--- src/rtl/lcdt_pkg.sv ---
package lcdt_pkg;

    localparam int PAIR_W = 16;
    localparam int IRQ_N  = 4;

    localparam int IRQ_SOF   = 0;
    localparam int IRQ_EOF   = 1;
    localparam int IRQ_STOP  = 2;
    localparam int IRQ_QUICK = 3;

    localparam int CTL_EN_BIT   = 0;
    localparam int CTL_STOP_BIT = 1;
    localparam int CTL_MASK_LSB = 2;

    localparam logic [2:0] ADDR_CTRL  = 3'd0;
    localparam logic [2:0] ADDR_HSYNC = 3'd1;
    localparam logic [2:0] ADDR_VSYNC = 3'd2;
    localparam logic [2:0] ADDR_TOTAL = 3'd3;
    localparam logic [2:0] ADDR_HWIN  = 3'd4;
    localparam logic [2:0] ADDR_VWIN  = 3'd5;

    typedef enum logic [1:0] {
        ST_IDLE  = 2'd0,
        ST_RUN   = 2'd1,
        ST_DRAIN = 2'd2
    } scan_state_e;

    // first = inclusive start (upper half), last = exclusive end (lower half)
    typedef struct packed {
        logic [PAIR_W-1:0] first;
        logic [PAIR_W-1:0] last;
    } pair_t;

    typedef struct packed {
        pair_t hsync;
        pair_t vsync;
        pair_t total;
        pair_t hwin;
        pair_t vwin;
    } timing_t;

endpackage

--- src/rtl/lcdt_regfile.sv ---
module lcdt_regfile
    import lcdt_pkg::*;
#(
    parameter int ADDR_W = 3,
    parameter int DATA_W = 2 * PAIR_W
) (
    input  logic              clk,
    input  logic              rst_n,
    input  logic              wr_en,
    input  logic [ADDR_W-1:0] wr_addr,
    input  logic [DATA_W-1:0] wr_data,
    input  logic              load,
    output logic              ctl_en,
    output logic              ctl_stop,
    output logic [IRQ_N-1:0]  irq_mask,
    output timing_t           act_q,
    output timing_t           act_nxt
);

    localparam int CTL_W = CTL_MASK_LSB + IRQ_N;

    logic [CTL_W-1:0] ctl_q;
    timing_t          stage_q;
    pair_t            wr_pair;

    assign wr_pair  = pair_t'(wr_data);
    assign ctl_en   = ctl_q[CTL_EN_BIT];
    assign ctl_stop = ctl_q[CTL_STOP_BIT];
    assign irq_mask = ctl_q[CTL_MASK_LSB +: IRQ_N];

    // Working copy follows staging only while idle or at a frame wrap.
    always_comb begin
        act_nxt = load ? stage_q : act_q;
    end

    always_ff @(posedge clk or negedge rst_n) begin
        if (!rst_n) begin
            ctl_q   <= '0;
            stage_q <= '0;
            act_q   <= '0;
        end else begin
            act_q <= act_nxt;
            if (wr_en) begin
                case (3'(wr_addr))
                    ADDR_CTRL:  ctl_q         <= wr_data[CTL_W-1:0];
                    ADDR_HSYNC: stage_q.hsync <= wr_pair;
                    ADDR_VSYNC: stage_q.vsync <= wr_pair;
                    ADDR_TOTAL: stage_q.total <= wr_pair;
                    ADDR_HWIN:  stage_q.hwin  <= wr_pair;
                    ADDR_VWIN:  stage_q.vwin  <= wr_pair;
                    default:    ;
                endcase
            end
        end
    end

endmodule

--- src/rtl/lcdt_fsm.sv ---
module lcdt_fsm
    import lcdt_pkg::*;
(
    input  logic        clk,
    input  logic        rst_n,
    input  logic        ctl_en,
    input  logic        ctl_stop,
    input  logic        frame_wrap,
    output scan_state_e state_q,
    output scan_state_e state_nxt,
    output logic        stop_done,
    output logic        quick_done
);

    always_ff @(posedge clk or negedge rst_n) begin
        if (!rst_n) state_q <= ST_IDLE;
        else        state_q <= state_nxt;
    end

    always_comb begin
        state_nxt  = state_q;
        stop_done  = 1'b0;
        quick_done = 1'b0;
        unique case (state_q)
            ST_IDLE: begin
                if (ctl_en && !ctl_stop) state_nxt = ST_RUN;
            end
            ST_RUN: begin
                if (!ctl_en) begin
                    state_nxt  = ST_IDLE;
                    quick_done = 1'b1;
                end else if (ctl_stop) begin
                    state_nxt = ST_DRAIN;
                end
            end
            ST_DRAIN: begin
                if (!ctl_en) begin
                    state_nxt  = ST_IDLE;
                    quick_done = 1'b1;
                end else if (frame_wrap) begin
                    state_nxt = ST_IDLE;
                    stop_done = 1'b1;
                end
            end
            default: state_nxt = ST_IDLE;
        endcase
    end

    a_r9_quick_halts: assert property (@(posedge clk) disable iff (!rst_n)
        (state_q != ST_IDLE && !ctl_en) |=> (state_q == ST_IDLE));

    a_r7_start_runs: assert property (@(posedge clk) disable iff (!rst_n)
        (state_q == ST_IDLE && ctl_en && !ctl_stop) |=> (state_q == ST_RUN));

    a_r8_drain_holds: assert property (@(posedge clk) disable iff (!rst_n)
        (state_q == ST_DRAIN && ctl_en && !frame_wrap) |=> (state_q == ST_DRAIN));

endmodule

--- src/rtl/lcdt_scan.sv ---
module lcdt_scan
    import lcdt_pkg::*;
(
    input  logic              clk,
    input  logic              rst_n,
    input  logic              pix_en,
    input  scan_state_e       state_q,
    input  scan_state_e       state_nxt,
    input  timing_t           act_q,
    input  timing_t           act_nxt,
    input  logic [IRQ_N-1:0]  irq_mask,
    input  logic              stop_done,
    input  logic              quick_done,
    output logic              frame_wrap,
    output logic              o_hsync,
    output logic              o_vsync,
    output logic              o_de,
    output logic [PAIR_W-1:0] o_x,
    output logic [PAIR_W-1:0] o_y,
    output logic              o_sof,
    output logic              o_eof,
    output logic [IRQ_N-1:0]  o_irq
);

    localparam logic [PAIR_W-1:0] ONE = PAIR_W'(1);

    logic              running, run_n, moved, last_dot, last_line;
    logic [PAIR_W-1:0] x_q, y_q, x_n, y_n;
    logic              hs_n, vs_n, de_n, sof_n, eof_n;
    logic [IRQ_N-1:0]  ev_n;

    function automatic logic in_pair(input logic [PAIR_W-1:0] v, input pair_t p);
        return (v >= p.first) && (v < p.last);
    endfunction

    always_comb begin
        running    = (state_q != ST_IDLE);
        run_n      = (state_nxt != ST_IDLE);
        last_dot   = (x_q == act_q.total.first - ONE);
        last_line  = (y_q == act_q.total.last - ONE);
        moved      = running && pix_en;
        frame_wrap = moved && last_dot && last_line;

        x_n = x_q;
        y_n = y_q;
        if (!running || !run_n) begin
            x_n = '0;
            y_n = '0;
        end else if (pix_en) begin
            if (last_dot) begin
                x_n = '0;
                y_n = last_line ? '0 : y_q + ONE;
            end else begin
                x_n = x_q + ONE;
            end
        end

        // Decode the next position against the timing that will be in force.
        hs_n  = run_n && in_pair(x_n, act_nxt.hsync);
        vs_n  = run_n && in_pair(y_n, act_nxt.vsync);
        de_n  = run_n && in_pair(x_n, act_nxt.hwin) && in_pair(y_n, act_nxt.vwin);
        sof_n = run_n && (!running || frame_wrap);
        eof_n = run_n && moved && (x_n == act_nxt.total.first - ONE)
                      && (y_n == act_nxt.vwin.last - ONE);

        ev_n            = '0;
        ev_n[IRQ_SOF]   = sof_n;
        ev_n[IRQ_EOF]   = eof_n;
        ev_n[IRQ_STOP]  = stop_done;
        ev_n[IRQ_QUICK] = quick_done;
    end

    always_ff @(posedge clk or negedge rst_n) begin
        if (!rst_n) begin
            x_q     <= '0;
            y_q     <= '0;
            o_hsync <= 1'b0;
            o_vsync <= 1'b0;
            o_de    <= 1'b0;
            o_sof   <= 1'b0;
            o_eof   <= 1'b0;
            o_irq   <= '0;
        end else begin
            x_q     <= x_n;
            y_q     <= y_n;
            o_hsync <= hs_n;
            o_vsync <= vs_n;
            o_de    <= de_n;
            o_sof   <= sof_n;
            o_eof   <= eof_n;
            o_irq   <= ev_n & irq_mask;
        end
    end

    assign o_x = x_q;
    assign o_y = y_q;

    a_r2_dot_below_total: assert property (@(posedge clk) disable iff (!rst_n)
        (running && act_q.total.first != '0) |-> (x_q < act_q.total.first));

    a_r2_stall_holds: assert property (@(posedge clk) disable iff (!rst_n)
        (running && run_n && !pix_en) |=> ($stable(x_q) && $stable(y_q)));

    a_r3_hsync_window: assert property (@(posedge clk) disable iff (!rst_n)
        o_hsync |-> (x_q >= act_q.hsync.first && x_q < act_q.hsync.last));

    a_r4_de_window: assert property (@(posedge clk) disable iff (!rst_n)
        o_de |-> (x_q >= act_q.hwin.first && x_q < act_q.hwin.last &&
                  y_q >= act_q.vwin.first && y_q < act_q.vwin.last));

    a_r5_sof_origin: assert property (@(posedge clk) disable iff (!rst_n)
        o_sof |-> (x_q == '0 && y_q == '0));

    a_r11_idle_quiet: assert property (@(posedge clk) disable iff (!rst_n)
        (state_q == ST_IDLE) |-> (!o_hsync && !o_vsync && !o_de && x_q == '0 && y_q == '0));

endmodule

--- src/rtl/lcd_raster_timer.sv ---
module lcd_raster_timer
    import lcdt_pkg::*;
#(
    parameter int ADDR_W = 3,
    parameter int DATA_W = 2 * PAIR_W
) (
    input  logic              clk,
    input  logic              rst_n,
    input  logic              wr_en,
    input  logic [ADDR_W-1:0] wr_addr,
    input  logic [DATA_W-1:0] wr_data,
    input  logic              pix_en,
    output logic              o_hsync,
    output logic              o_vsync,
    output logic              o_de,
    output logic [PAIR_W-1:0] o_x,
    output logic [PAIR_W-1:0] o_y,
    output logic              o_sof,
    output logic              o_eof,
    output logic [IRQ_N-1:0]  o_irq
);

    logic             ctl_en, ctl_stop, frame_wrap, load;
    logic             stop_done, quick_done;
    logic [IRQ_N-1:0] irq_mask;
    timing_t          act_q, act_nxt;
    scan_state_e      state_q, state_nxt;

    assign load = (state_q == ST_IDLE) || frame_wrap;

    lcdt_regfile #(.ADDR_W(ADDR_W), .DATA_W(DATA_W)) u_regs (
        .clk      (clk),
        .rst_n    (rst_n),
        .wr_en    (wr_en),
        .wr_addr  (wr_addr),
        .wr_data  (wr_data),
        .load     (load),
        .ctl_en   (ctl_en),
        .ctl_stop (ctl_stop),
        .irq_mask (irq_mask),
        .act_q    (act_q),
        .act_nxt  (act_nxt)
    );

    lcdt_fsm u_fsm (
        .clk        (clk),
        .rst_n      (rst_n),
        .ctl_en     (ctl_en),
        .ctl_stop   (ctl_stop),
        .frame_wrap (frame_wrap),
        .state_q    (state_q),
        .state_nxt  (state_nxt),
        .stop_done  (stop_done),
        .quick_done (quick_done)
    );

    lcdt_scan u_scan (
        .clk        (clk),
        .rst_n      (rst_n),
        .pix_en     (pix_en),
        .state_q    (state_q),
        .state_nxt  (state_nxt),
        .act_q      (act_q),
        .act_nxt    (act_nxt),
        .irq_mask   (irq_mask),
        .stop_done  (stop_done),
        .quick_done (quick_done),
        .frame_wrap (frame_wrap),
        .o_hsync    (o_hsync),
        .o_vsync    (o_vsync),
        .o_de       (o_de),
        .o_x        (o_x),
        .o_y        (o_y),
        .o_sof      (o_sof),
        .o_eof      (o_eof),
        .o_irq      (o_irq)
    );

    a_r6_frame_keeps_timing: assert property (@(posedge clk) disable iff (!rst_n)
        (state_q != ST_IDLE && !o_sof) |-> $stable(act_q));

    a_r10_sof_masked: assert property (@(posedge clk) disable iff (!rst_n)
        o_irq[IRQ_SOF] |-> o_sof);

    a_r10_eof_masked: assert property (@(posedge clk) disable iff (!rst_n)
        o_irq[IRQ_EOF] |-> o_eof);

    a_r8_done_exclusive: assert property (@(posedge clk) disable iff (!rst_n)
        $onehot0(o_irq[IRQ_QUICK:IRQ_STOP]));

endmodule

--- config.mk ---
export PLATFORM = sky130hd
export DESIGN_NAME = lcd_raster_timer
export DESIGN_NICKNAME = d
export VERILOG_FILES = /design/src/rtl/lcdt_pkg.sv /design/src/rtl/lcdt_regfile.sv /design/src/rtl/lcdt_fsm.sv /design/src/rtl/lcdt_scan.sv /design/src/rtl/lcd_raster_timer.sv
export SDC_FILE = /design/constraint.sdc
export NUM_CORES = 1
export LEC_CHECK = 0
export BUFFER_PORTS_ARGS = -buffer_cell sky130_fd_sc_hd__buf_2
export CAP_MARGIN = 40
export CELL_PAD_IN_SITES_DETAIL_PLACEMENT = 0
export CELL_PAD_IN_SITES_GLOBAL_PLACEMENT = 2
export CORE_MARGIN = 1
export CORE_UTILIZATION = 30
export DETAILED_ROUTE_END_ITERATION = 8
export GPL_ROUTABILITY_DRIVEN = 0
export GPL_TIMING_DRIVEN = 0
export PLACE_DENSITY_LB_ADDON = 0.1
export SLEW_MARGIN = 15
export SYNTH_ARGS = -nofsm -noshare
export SYNTH_HDL_FRONTEND = slang
export SYNTH_SLANG_ARGS = --single-unit
--- constraint.sdc ---
create_clock -name clk -period 6.65 [get_ports clk]
set_clock_uncertainty 0.1 [all_clocks]
set_input_delay 0 -clock clk [delete_from_list [all_inputs] [get_ports clk]]
set_output_delay 0 -clock clk [all_outputs]
set_load 0.01 [all_outputs]
# == After elaboration in Yosys (flattened, before gate mapping) ==
# Cells that the tools add are included.
# word_totals
ff_bits,369
latchBits,0
ramBits,0
mem_bits_ro,0
memories,0
# op_classes
addsub,6
mul,0
div_mod_pow,0
order_cmp,8
eq_ne,11
shift,0
n_mux,19
bitwise_logic,1
reduce_logical,33
# op_table
cell,n
$mux 160,1
$mux 16,7
$eq 16x16->1,4
$ge 16x16->1,4
$lt 16x16->1,4
$sub 16x1->16 const B,4
$add 16x1->16 const B,2
$logic_and 1x1->1,16
$reduce_and 2->1,6
$mux 2,5
$eq 3x2->1 const B,2
$eq 3x3->1 const B,2
$pmux 2 s3,1
$mux 1,5
$and 4x4->4,1
$reduce_bool 2->1,2
$eq 3x1->1 const B,1
$logic_not 1->1,3
$logic_not 3->1,1
$logic_or 1x1->1,3
$eq 2x1->1 const B,1
$eq 2x2->1 const B,1
$logic_not 2->1,1
$reduce_or 2->1,1

# == Longest topological paths before layout ==
# Gate-level depths: netlist (run 1).
# logic_depth
word_depth,15
ltp_mapped,30

# == Hierarchy ==
# Synthesis (run 1) repeated with hierarchy kept, for this count alone.
# hier_totals
hier_cells,1669
area_unflattened_um2,19810.2
# by_module_without_submodules
module,instances,cells_each,area_each_um2,seq_area_each_um2
lcdt_regfile,1,695,12280.5,8157.8
lcdt_scan,1,953,7315.8,1026.0
lcdt_fsm,1,20,206.4,50.0
lcd_raster_timer,1,1,7.5,0.0

# == Least setup slack after synthesis (run 1) ==
# OpenSTA, ideal clock, no wires.
# synth_timing
path_type,register to register
startpoint,register u_regs.act_q[81] (netlist name)
endpoint,register u_scan.o_irq[1]
setup_ps,111
t_arrival_ps,6187
path_slack_ps,251
stages_incl_launch_ff,27
period_less_slack_ps,6399
path_cell_list,dfrtp_1 buf_2 or4_4 or4_1 xnor2_2 a211o_1 or4_4 o21ba_2 buf_2 buf_6 buf_2 clkbuf_1 buf_2 mux2i_1 ha_1 buf_2 nor2_1 mux2i_1 or4_1 a21oi_1 a31oi_1 a221o_1 nor3_1 nand4b_1 nor4b_1 nand4b_1 a2111oi_2
# synth_between
elab_chain_len,15
elab_cells_between_ends,26
cone_classes,add/sub: 3; eq/ne: 3; mux: 10; bitwise: 1; reduce/logical: 9
# synth_lines
element,line,source
branches (longest 13 deep; another with $sub 16x1->16),-,
$logic_and 1x1->1 *,lcdt_scan.sv:64,&& (y_n == act_nxt.vwin.last - ONE);
$and 4x4->4 *,lcdt_scan.sv:91,o_irq <= ev_n & irq_mask;
to (signal assigned),lcdt_scan.sv:91,
to (decl),lcdt_scan.sv:22,output logic [IRQ_N-1:0] o_irq
# Every way passes the cells marked *.
# A chain may end at the register's enable or synchronous reset.

# == Worst setup path after layout (run 1) ==
# layout_timing
startpoint,register u_regs.act_q[83] (netlist name)
endpoint,register u_scan.o_irq[1]
# layout_between
elab_chain_len,15
elab_cells_between_ends,26
cone_classes,add/sub: 3; eq/ne: 3; mux: 10; bitwise: 1; reduce/logical: 9
# layout_lines
element,line
branches (longest 13 deep; another with $sub 16x1->16),-
$logic_and 1x1->1 *,lcdt_scan.sv:64
$and 4x4->4 *,lcdt_scan.sv:91
# Marks and branches as above.

==> metrics.md, run 1 <==
| Metric | Value |
|---|---|
| Commonest non-fill, non-tap cell in the layout | dfrtp_1 |
| Vias per cell | 5.05 |
| Wirelength, routed | 72,800 um |
| CTS Buf Count | 46 |
| Chip Width | 263 um |
| # Max-Cap Violations | 0 |
| Worst-Skew Late Latency | 0.59 ns |
| CP Class | flop to flop |
| Fillcell total | 6,784 |
| Port Buf Inserts | 79 |
| #FFs+latches synth | 369 |
| Die Y | 263 um |
| Crit Reg-Reg Endpoint | u_scan.o_irq[1]$_DFF_PN0_ |
| Final critical-path setup slack | 0.121 ns |
| Initial antenna violation count | 10 |
| Pwr Density | 421 nW/um^2 |
| Main synth FF type | dfrtp_1 |
| Tot GR Track Use | 21.2% |
| Clock tree from TritonCTS | yes |
| # IOs | 80 |
| Slowest library cell on the worst path | or4_4 |
| Sequential cell area | 9240 um^2 |
| Status | complete, no violations |
| Max-slew violations | 0 |
| Vias in the first global route | 15,600 |
| CP Data Required Time | 7.01 ns |
| R2R cell count | 24 |
| Post-Layout Cell Count | ~3,000 |
| Final worst path period need | 6.53 ns |
| Post-synthesis sequential area ratio | between 40 and 50% |
| Root Buffer | clkbuf_16 |
| Critical R2R Launch | u_regs.act_q[83]$_DFF_PN0_ |
| Synth area leaders | dfrtp_1 45%, mux2_2 9.6%, ha_1 8.1%, mux2i_1 7.0%, inv_1 2.8% |
| Full die area | approximately 69,000 um^2 |
| Area of the core | 67,300 um^2 |
| Worst setup SP type | flop |
| R2R Setup Slk | ~0.12 ns |
| Final setup fails | 0 |
| Async SR Flop Fraction | 100% |
| Arrival time worst endpoint | slightly below 7 ns |
| Hold Slack | 0.207 ns |
| P_leak | 0.0118 uW |
| Period utilization | 98.2% |
| Avg Synthesized Cell Area | 10.8 um^2 |
| DP Cell Count | roughly 2,900 |
| CP startpoint | u_regs.act_q[83]$_DFF_PN0_ |
| Mapped Cells | 1,899 |
| DP HPWL | 54,600 um |
| Worst setup path endpoint | u_scan.o_irq[1]$_DFF_PN0_ |
| Synth warn | 0 |
| Post-DRT Antenna Nets | 0 |
| Initial core utilization | a little under a third |
| Drt pass-1 iters | 4 |
| Synth top area share | 45.1% |
| Worst Path Max Fanout | 10 |
| VDD IR-drop max | 0.000253 V |
| Multi-input gate area | 10,700 um^2 |
| Area Growth Syn to Fin | 22.3% |
| RSZ-0062 raised after global routing | true |
| WP depth | 24 |
| Clk slew on worst S/H paths | 0.06 ns |
| CP Buf/Inv Count | 5 |
| Cell taking the most area after synthesis | dfrtp_1 |
| Initial DRC count | 804 |
| DRC | 0 |
| Crit-path max cell delay | 0.58 ns |
| TritonCTS Sinks | 369 |
| CTS Buffer Depth | 3 |
| Slew @ Worst Pin | 0.906 ns |
| Critical path's most frequent cell | or4_4 |
| Largest net degree at the start of global routing | between 90 and 100 |
| Layout cell share with drive strength beyond 1 | between 20 and 25% |
| Net count of the finished layout | 2,300 |
| Unique cell type count in the Yosys netlist | between 80 and 90 |
| DP Worst Slack | -2.17 ns |
| Most frequent cells in the layout | 366 x dfrtp_1, 174 x mux2_2, 149 x inv_1, 147 x nand2_1, 140 x mux2i_1 |
| Placement Rows | 95 |
| EDFF count, synth | 0 |
| Synthesized cell area | 20,500 um^2 |
| GRT Residual Overflow | 0 |
| Max Fclk | 153 MHz |
| CP endpoint kind | flop |
| Cell family with most CP delay | simple AND/OR/NAND/NOR gates |
| Worst rel slew slack | a little under 40% |
| H-tree Lvls | 2 |
| Final Hold Fails | 0 |
| Routed WL per cell | 24.0 um |
| First-pass GRT wire length | 108,000 um |
| Hold WC Path Type | primary input to flop |
| Syn_nets | 2,071 |
| Vias post-DR | 15,300 |
| Critical-path cell list | buf_6 -> or4_4 -> or4_4 -> xnor2_4 -> a211o_1 -> or4_4 -> o21ba_4 -> buf_12 -> clkbuf_16 -> buf_16 -> mux2i_4 -> ha_4 -> nor2_4 -> mux2i_1 -> or4_1 -> a21oi_2 -> a31oi_4 -> a221o_1 -> nor3_2 -> nand4b_1 -> nor4b_2 -> nand4b_1 -> buf_6 -> a2111oi_4 |
## power by group
| group | switching, uW | internal (uW) |
|---|---|---|
| logic | 2590 | 1970 |
| clock network | 1030 | 1490 |
| registers | 467 | 2970 |
## layout make-up
| class | instances | area share (%) |
|---|---|---|
| Multi-Input combinational cell | 1303 | 42.7 |
| Sequential cell | 369 | 36.9 |
| Timing Repair Buffer | 186 | 5.92 |
| Clock buffer | 68 | 5.45 |
| Tap cell | 873 | 4.37 |
| Inverter | 152 | 2.30 |
| Buffer | 70 | 1.74 |
| Clock inverter | 12 | 0.575 |
| Antenna cell | 2 | 0.0200 |
## synth_stat cells, drive strengths merged (34+ instances only)
cell,number
dfrtp,369
mux2,174
inv,152
nand2,147
mux2i,145
ha,133
nor2,88
xnor2,65
o21ai,57
a21oi,46
clkbuf,46
nor3,43
nand3,37
a21o,34
## registers in the layout, indices dropped and copies added (netlist names)
| signal | count |
|---|---|
| u_scan.o_irq | 4 |
| u_scan.o_y | 16 |
| u_scan.o_sof | 1 |
| u_scan.o_vsync | 1 |
| u_regs.ctl_q | 6 |
| u_scan.o_de | 1 |
| u_regs.act_q | 160 |
| u_scan.o_eof | 1 |
| u_scan.o_x | 16 |
| u_fsm.state_q | 2 |
| u_regs.stage_q | 160 |
| u_scan.o_hsync | 1 |
## worst min-delay path, cell delays in order
cell and delay [ns]:
dlygate4sd3_1 0.52, buf_2 0.19, mux2_2 0.17
## kinds of logic after synthesis
logic type | Yosys count | share of synthesized area [%]
adder cells (fa/ha/maj) | 133 | 8.13
multiplexers | 319 | 16.7
XOR/XNOR | 100 | 4.53
AO/OA/AOI/OAI | 243 | 8.15
AND/OR/NAND/NOR | 508 | 13.0
flip-flops | 369 | 45.1
buffers and inverters | 227 | 4.38
## worst min-delay path by stage
stage	start	to	cells after the start
final	wr_data[17]	u_regs.stage_q[81]$_DFFE_PN0P_	3
after CTS	wr_data[18]	u_regs.stage_q[146]$_DFFE_PN0P_	3
after global routing	wr_data[18]	u_regs.stage_q[18]$_DFFE_PN0P_	3
after detailed placement	rst_n	u_scan.o_irq[3]$_DFF_PN0_	1
after global placement	wr_data[13]	u_regs.stage_q[77]$_DFFE_PN0P_	2
after floorplan	rst_n	u_fsm.state_q[0]$_DFF_PN0_	0
## stage by stage
stage,total power [uW],cell area (um^2),util [%],setup TNS [ns]
floorplan,6210,20500,-,0
global placement,7490,21900,32.6,-819.74
detailed placement,7620,22400,33.3,-8.86
CTS,10700,25000,37.1,-0.241
global route,11300,25000,37.2,-0.201
finish,10500,25000,37.2,0
## repair_timing
item / in CTS / in global routing
hold buffers: 43 / 0
pin swaps: 20 / 20
endpoints found under the hold margin: 445 / 0
resized for setup: 97 / 18
buffers inserted: 28 / 4
endpoints found under the setup margin: 5 / 5
## metal layers
metal  routed length [um]  global-route usage, %  up-vias
met5                    0                      0        -
met4                 1430                   5.11        0
met3                 2350                   2.57       83
met2                34000                   34.7      276
met1                35000                   29.7     7778
li1                     -                      -     7192
(Power assumes the default switching activity.)
==> run 2, diff against run 1 <==
--- a/config.mk
+++ b/config.mk
@@ -7,7 +7,7 @@
 export LEC_CHECK = 0
 export BUFFER_PORTS_ARGS = -buffer_cell sky130_fd_sc_hd__buf_2
 export CAP_MARGIN = 40
-export CELL_PAD_IN_SITES_DETAIL_PLACEMENT = 0
+export CELL_PAD_IN_SITES_DETAIL_PLACEMENT = 1
 export CELL_PAD_IN_SITES_GLOBAL_PLACEMENT = 2
 export CORE_MARGIN = 1
 export CORE_UTILIZATION = 30
==> metrics.md, run 2 (synthesis results as in run 1) <==
| Metric | Value |
|---|---|
| Psw | roughly 4200 uW |
| P_leak | 0.0120 uW |
| Arrival time worst endpoint | 6.95 ns |
| CP Class | flop to flop |
| Final setup fails | 0 |
| CP endpoint kind | flop |
| Placement Rows | between 90 and 100 |
| Slew @ Worst Pin | 0.937 ns |
| Max-slew violations | 0 |
| Post-DRT Antenna Nets | 0 |
| Area of the core | 67,300 um^2 |
| Total Neg Setup Slack | 0 ns |
| Net count of the finished layout | around 2,300 |
| VDD IR-drop max | 0.000197 V |
| Port Buf Inserts | 79 |
| Routed WL per cell | approximately 25 um |
| Total power | 10,900 uW |
| Largest regs | u_regs.act_q x160, u_regs.stage_q x160 |
| Combinational share of power | 42.6% |
| Fillcell total | 7,368 |
| # Max-Cap Violations | 0 |
| Worst-Skew Late Latency | between 0.6 and 0.7 ns |
| Power Internal | about 6700 uW |
| Worst Path Max Fanout | 7 |
| Met1 wire length | ~36,000 um |
| Initial antenna violation count | 8 |
| DRC | 0 |
| Clock tree from TritonCTS | yes |
| Clk slew on worst S/H paths | 0.06 ns |
| Uppermost layer routed | met4 |
| DP HPWL | around 56,000 um |
| CTS Buf Count | 47 |
| Placed cell area | 22,400 um^2 |
| Root Buffer | clkbuf_16 |
| Final worst path period need | 6.57 ns |
| CP Data Required Time | 7.03 ns |
| Pwr Density | 431 nW/um^2 |
| Die Y | about 260 um |
| # IOs | 80 |
| Max Fclk | about 150 MHz |
| Initial DRC count | ~690 |
| Met3 WL post-DR | 2080 um |
| Share of total power in sequential cells | 31.6% |
| Status | complete, no violations |
| Sequential cell area | between 9000 and 10,000 um^2 |
| Multi-input gate area | around 11,000 um^2 |
| Clock share of power | 25.8% |
| Vias per cell | 5.11 |
| Chip Width | 263 um |
| Most frequent cells in the layout | 367 x dfrtp_1, 174 x mux2_2, 149 x inv_1, 146 x nand2_1, 140 x mux2i_1 |
| RSZ-0062 raised after global routing | true |
| Hold Slack | 0.207 ns |
| First-pass GRT wire length | around 110,000 um |
| Layout cell share with drive strength beyond 1 | 23.5% |
| Tot GR Track Use | 21.7% |
| Drt pass-1 iters | 6 |
| Wirelength, routed | 74,900 um |
| Initial core utilization | 30.4% |
| Period utilization | 98.8% |
| Hold WC Path Type | primary input to flop |
| Worst setup SP type | flop |
| Cell area after layout | 25,400 um^2 |
| H-tree Lvls | 2 |
| Worst rel slew slack | between 30% and 40% |
| Largest net degree at the start of global routing | 92 |
| TritonCTS Sinks | 369 |
| Vias in the first global route | 16,400 |
| Sw frac | 38.4% |
| Area Growth Syn to Fin | 23.9% |
| WL met2 | 35,600 um |
| GRT Residual Overflow | 0 |
| Full die area | 69,300 um^2 |
| Vias post-DR | 15,600 |
| CTS Buffer Depth | 3 |
| Commonest non-fill, non-tap cell in the layout | dfrtp_1 |
| Final Hold Fails | 0 |
-- run 2: cell types whose count changed in the layout (fill, tap and decap cells not counted), moves of 2 or more --
cell	delta
buf_4	+9
bufinv_16	+6
clkbuf_8	-6
clkinv_2	+6
clkbuf_1	-4
buf_6	+3
clkbuf_16	+3
a21oi_2	-2
dlygate4sd3_1	+2
-- run 2: area by class of cell --
cell class	count	area share, %
timing repair buffer	201	6.31
inverter	152	2.26
clock inverter	24	1.46
buffer	70	1.76
antenna	1	0.00987
tap	873	4.31
sequential	369	36.4
multi-input combinational	1303	42.2
clock buffer	62	5.26
-- run 2: what timing repair did --
| action | CTS | global route |
|---|---|---|
| pin swaps | 17 | 21 |
| cloned | 0 | 1 |
| hold buffers | 45 | 0 |
| gates resized for setup | 75 | 36 |
| hold endpoints to repair | 445 | 0 |
| setup endpoints to repair | 5 | 5 |
| buffers inserted | 16 | 27 |
-- run 2: path summary, 6_finish.rpt --
kind | start | to | slack, ns | cells after the start
setup reg to reg | u_regs.act_q[81]$_DFF_PN0_ | u_scan.o_irq[1]$_DFF_PN0_ | 0.08 | 24
setup / recovery | u_regs.act_q[81]$_DFF_PN0_ | u_scan.o_irq[1]$_DFF_PN0_ | 0.08 | 24
max in group asynchronous | rst_n | u_regs.act_q[50]$_DFF_PN0_ | 5.08 | 5
min in group asynchronous | rst_n | u_scan.o_irq[3]$_DFF_PN0_ | 0.46 | 4
hold / removal | wr_data[13] | u_regs.stage_q[77]$_DFFE_PN0P_ | 0.21 | 3
hold reg to reg | u_regs.stage_q[79]$_DFFE_PN0P_ | u_regs.act_q[79]$_DFFE_PN0N_ | 0.36 | 2
-- run 2: metrics by stage --
| step | util (%) | setup WS, ns | std cells |
|---|---|---|---|
| detailed placement | 33.3 | -2.20 | 2882 |
| global route | 37.7 | -0.0798 | 3054 |
| floorplan | - | 0.251 | 1899 |
| global placement | 32.6 | -2.25 | 2851 |
| CTS | 37.1 | 0.00368 | 3025 |
| finish | 37.7 | 0.0788 | 3055 |
-- run 2: critical path, stage by stage, from the launching register on --
cell	delay, ns
dfrtp_1	0.39
buf_6	0.15
inv_4	0.06
ha_4	0.15
or4b_4	0.50
buf_6	0.14
nand4bb_1	0.18
a211oi_2	0.36
o311ai_4	0.19
buf_4	0.20
or4b_1	0.55
buf_2	0.20
or3_1	0.41
a21oi_4	0.28
inv_2	0.13
ha_1	0.39
nor2_1	0.13
o311ai_0	0.20
a221o_1	0.35
nor3_2	0.24
nand4b_1	0.17
nor4b_2	0.35
nand4b_1	0.16
buf_6	0.16
a2111oi_4	0.31
-- run 2: layer usage --
| layer | vias up | global-route usage (%) |
|---|---|---|
| li1 | 7223 | - |
| met3 | 80 | 2.18 |
| met2 | 227 | 36.2 |
| met1 | 8075 | 30.2 |
| met4 | 0 | 5.33 |
| met5 | - | 0 |
-- run 2: power groups by stage --
stage / Sequential, uW / Clock [uW] / Combinational, uW
after CTS: 3450 / 2900 / 4500
after detailed placement: 3470 / 0 / 4210
after floorplan: 3290 / 0 / 2910
after global placement: 3440 / 0 / 4050
final: 3450 / 2810 / 4660
after global routing: 3540 / 2980 / 5120
==> run 3, diff against run 2 <==
--- a/config.mk
+++ b/config.mk
@@ -13,8 +13,8 @@
 export CORE_UTILIZATION = 30
 export DETAILED_ROUTE_END_ITERATION = 8
 export GPL_ROUTABILITY_DRIVEN = 0
-export GPL_TIMING_DRIVEN = 0
 export PLACE_DENSITY_LB_ADDON = 0.1
+export REMOVE_ABC_BUFFERS = 1
 export SLEW_MARGIN = 15
 export SYNTH_ARGS = -nofsm -noshare
 export SYNTH_HDL_FRONTEND = slang
==> constraint.sdc (replaced) <==
create_clock -name clk -period 7.55 [get_ports clk]
set_clock_uncertainty 0.1 [all_clocks]
set_input_delay 0 -clock clk [delete_from_list [all_inputs] [get_ports clk]]
set_output_delay 0 -clock clk [all_outputs]
set_load 0.01 [all_outputs]
==> metrics.md, run 3 (synthesis results as in run 1) <==
| Metric | Value |
|---|---|
| CP Buf/Inv Count | 1 |
| Final Hold Fails | 0 |
| P_leak | approximately 0.012 uW |
| Critical-path cell list | inv_1 -> ha_1 -> or4b_4 -> nand4bb_1 -> a211oi_2 -> o311ai_2 -> or4_4 -> o21ba_4 -> mux2i_1 -> ha_1 -> nand2_1 -> xnor2_1 -> nand3_1 -> mux2i_1 -> nor3_1 -> o32ai_1 -> o221a_1 -> nor4b_1 -> nand4b_1 -> a2111oi_2 |
| Max Fclk | 145 MHz |
| CP Class | flop to flop |
| Chip Width | 263 um |
| H-tree Lvls | 2 |
| Clk slew on worst S/H paths | roughly 0.06 ns |
| Drt pass-1 iters | 5 |
| Post-DRT Antenna Nets | 0 |
| Final worst path period need | 6.91 ns |
| Full die area | between 60,000 and 70,000 um^2 |
| Commonest non-fill, non-tap cell in the layout | dfrtp_1 |
| Setup Buffers After CTS | 0 |
| Clock tree from TritonCTS | yes |
| Cell family with most CP delay | simple AND/OR/NAND/NOR gates |
| Net count of the finished layout | between 2,000 and 2,500 |
| Die Y | 263 um |
| Vias post-DR | 15,000 |
| DP HPWL | between 50,000 and 60,000 um |
| Initial DRC count | 745 |
| GRT Residual Overflow | 0 |
| Crit-path max cell delay | 0.78 ns |
| Initial antenna violation count | 2 |
| Share of total power in sequential cells | 34.9% |
| VDD IR-drop max | between 0.00015 and 0.0002 V |
| Port Buf Inserts | a little under 80 |
| DRC | 0 |
| Max-slew violations | 0 |
| Root Buffer | clkbuf_16 |
| Slew @ Worst Pin | 0.887 ns |
| Tot GR Track Use | 20.6% |
| First-pass GRT wire length | ~110,000 um |
| Initial core utilization | 30.4% |
| Clock share of power | 25.7% |
| Worst rel slew slack | 39.4% |
| Area of the core | 67,300 um^2 |
| Sequential cell area | 9230 um^2 |
| Post-cts sizing count | 0 |
| Most frequent cells in the layout | 369 x dfrtp_1, 174 x mux2_2, 152 x inv_1, 147 x nand2_1, 144 x mux2i_1 |
| Worst-Skew Late Latency | 0.58 ns |
| Status | complete, no violations |
| Pwr Density | 367 nW/um^2 |
| Largest net degree at the start of global routing | 137 |
| Final critical-path setup slack | 0.635 ns |
| # Max-Cap Violations | 0 |
| Layout cell share with drive strength beyond 1 | 20.1% |
| Hold WC Path Type | primary input to flop |
| CP Data Required Time | 7.92 ns |
| Period utilization | 91.6% |
| CTS Buf Count | 48 |
| RSZ-0062 raised after global routing | false |
| Sw frac | 38.9% |
| Vias in the first global route | 16,000 |
| Worst Path Max Fanout | 23 |
| DP Worst Slack | 0.627 ns |
| Vias per cell | around 5 |
| CP endpoint kind | flop |
| TritonCTS Sinks | about 370 |
| Final setup fails | 0 |
| Psw | 3440 uW |
| Multi-input gate area | 10,400 um^2 |
| Arrival time worst endpoint | 7.28 ns |
| Slowest library cell on the worst path | or4_4 |
| Largest regs | u_regs.act_q x160, u_regs.stage_q x160 |
| Total Neg Setup Slack | 0 ns |
| Wirelength, routed | approximately 70,000 um |
| Antenna Cells | 0 |
| Power Internal | 5400 uW |
| Hold_buf cts | 40 |
| Fillcell total | 7,384 |
| Worst setup SP type | flop |
| CTS Buffer Depth | 3 |
| Placement Rows | 95 |
| Combinational share of power | 39.4% |
| Routed WL per cell | roughly 24 um |
| Area Growth Syn to Fin | 17.7% |
| # IOs | 80 |
run 3: tightest hold or removal path: cells and delay by family:
family | cells | cell delay, ns
buffers and inverters | 2 | 0.67
multiplexers | 1 | 0.15
run 3: power groups by stage:
| stage | sequential (uW) | combinational [uW] | clock [uW] |
|---|---|---|---|
| 6_report | 3090 | 3480 | 2270 |
| 5_1_grt | 3180 | 3880 | 2420 |
| 4_1_cts | 3090 | 3520 | 2360 |
| 3_5_place_dp | 3120 | 3470 | 0 |
| 3_3_place_gp | 3100 | 3420 | 0 |
| 2_1_floorplan | 2940 | 2580 | 0 |
run 3: layer usage:
metal	part of all wire (%)	vias up	global-route usage [%]
met2	49	150	35.3
met1	47	7751	28.0
li1	-	7022	-
met3	2.1	69	2.18
met5	0	-	0
met4	1.6	0	4.20
run 3: area by class of cell:
class	count	share of cell area (%)
multi-input cells	1303	43.1
clock inverters	26	0.863
well taps	873	4.54
clock buffers	63	5.68
repair buffers	171	5.10
flip-flops and latches	369	38.3
inverters	152	2.37
run 3: final timing paths:
path / start / to / slack (ns) / cells past startpoint
hold reg to reg: u_regs.stage_q[79]$_DFFE_PN0P_ / u_regs.act_q[79]$_DFFE_PN0N_ / 0.37 / 2
setup reg to reg: u_regs.act_q[80]$_DFF_PN0_ / u_scan.o_irq[1]$_DFF_PN0_ / 0.64 / 20
max in group asynchronous: rst_n / u_regs.act_q[57]$_DFF_PN0_ / 5.53 / 4
setup / recovery: u_regs.act_q[80]$_DFF_PN0_ / u_scan.o_irq[1]$_DFF_PN0_ / 0.64 / 20
hold / removal: wr_data[22] / u_regs.stage_q[54]$_DFFE_PN0P_ / 0.18 / 3
min in group asynchronous: rst_n / u_regs.act_q[69]$_DFFE_PN0N_ / 0.45 / 3
run 3: per-stage QoR:
| step | util (%) | power (uW) | hold slack (ns) | cell area (um^2) | std cells |
|---|---|---|---|---|---|
| 2_1_floorplan | - | 5520 | -0.396 | 20100 | 1824 |
| 3_3_place_gp | 32.7 | 6510 | 0.0215 | 22000 | 2818 |
| 3_5_place_dp | 32.8 | 6590 | 0.0331 | 22100 | 2824 |
| 4_1_cts | 35.7 | 8960 | 0.153 | 24000 | 2953 |
| 5_1_grt | 35.8 | 9480 | 0.190 | 24100 | 2957 |
| 6_report | 35.8 | 8830 | 0.182 | 24100 | 2957 |
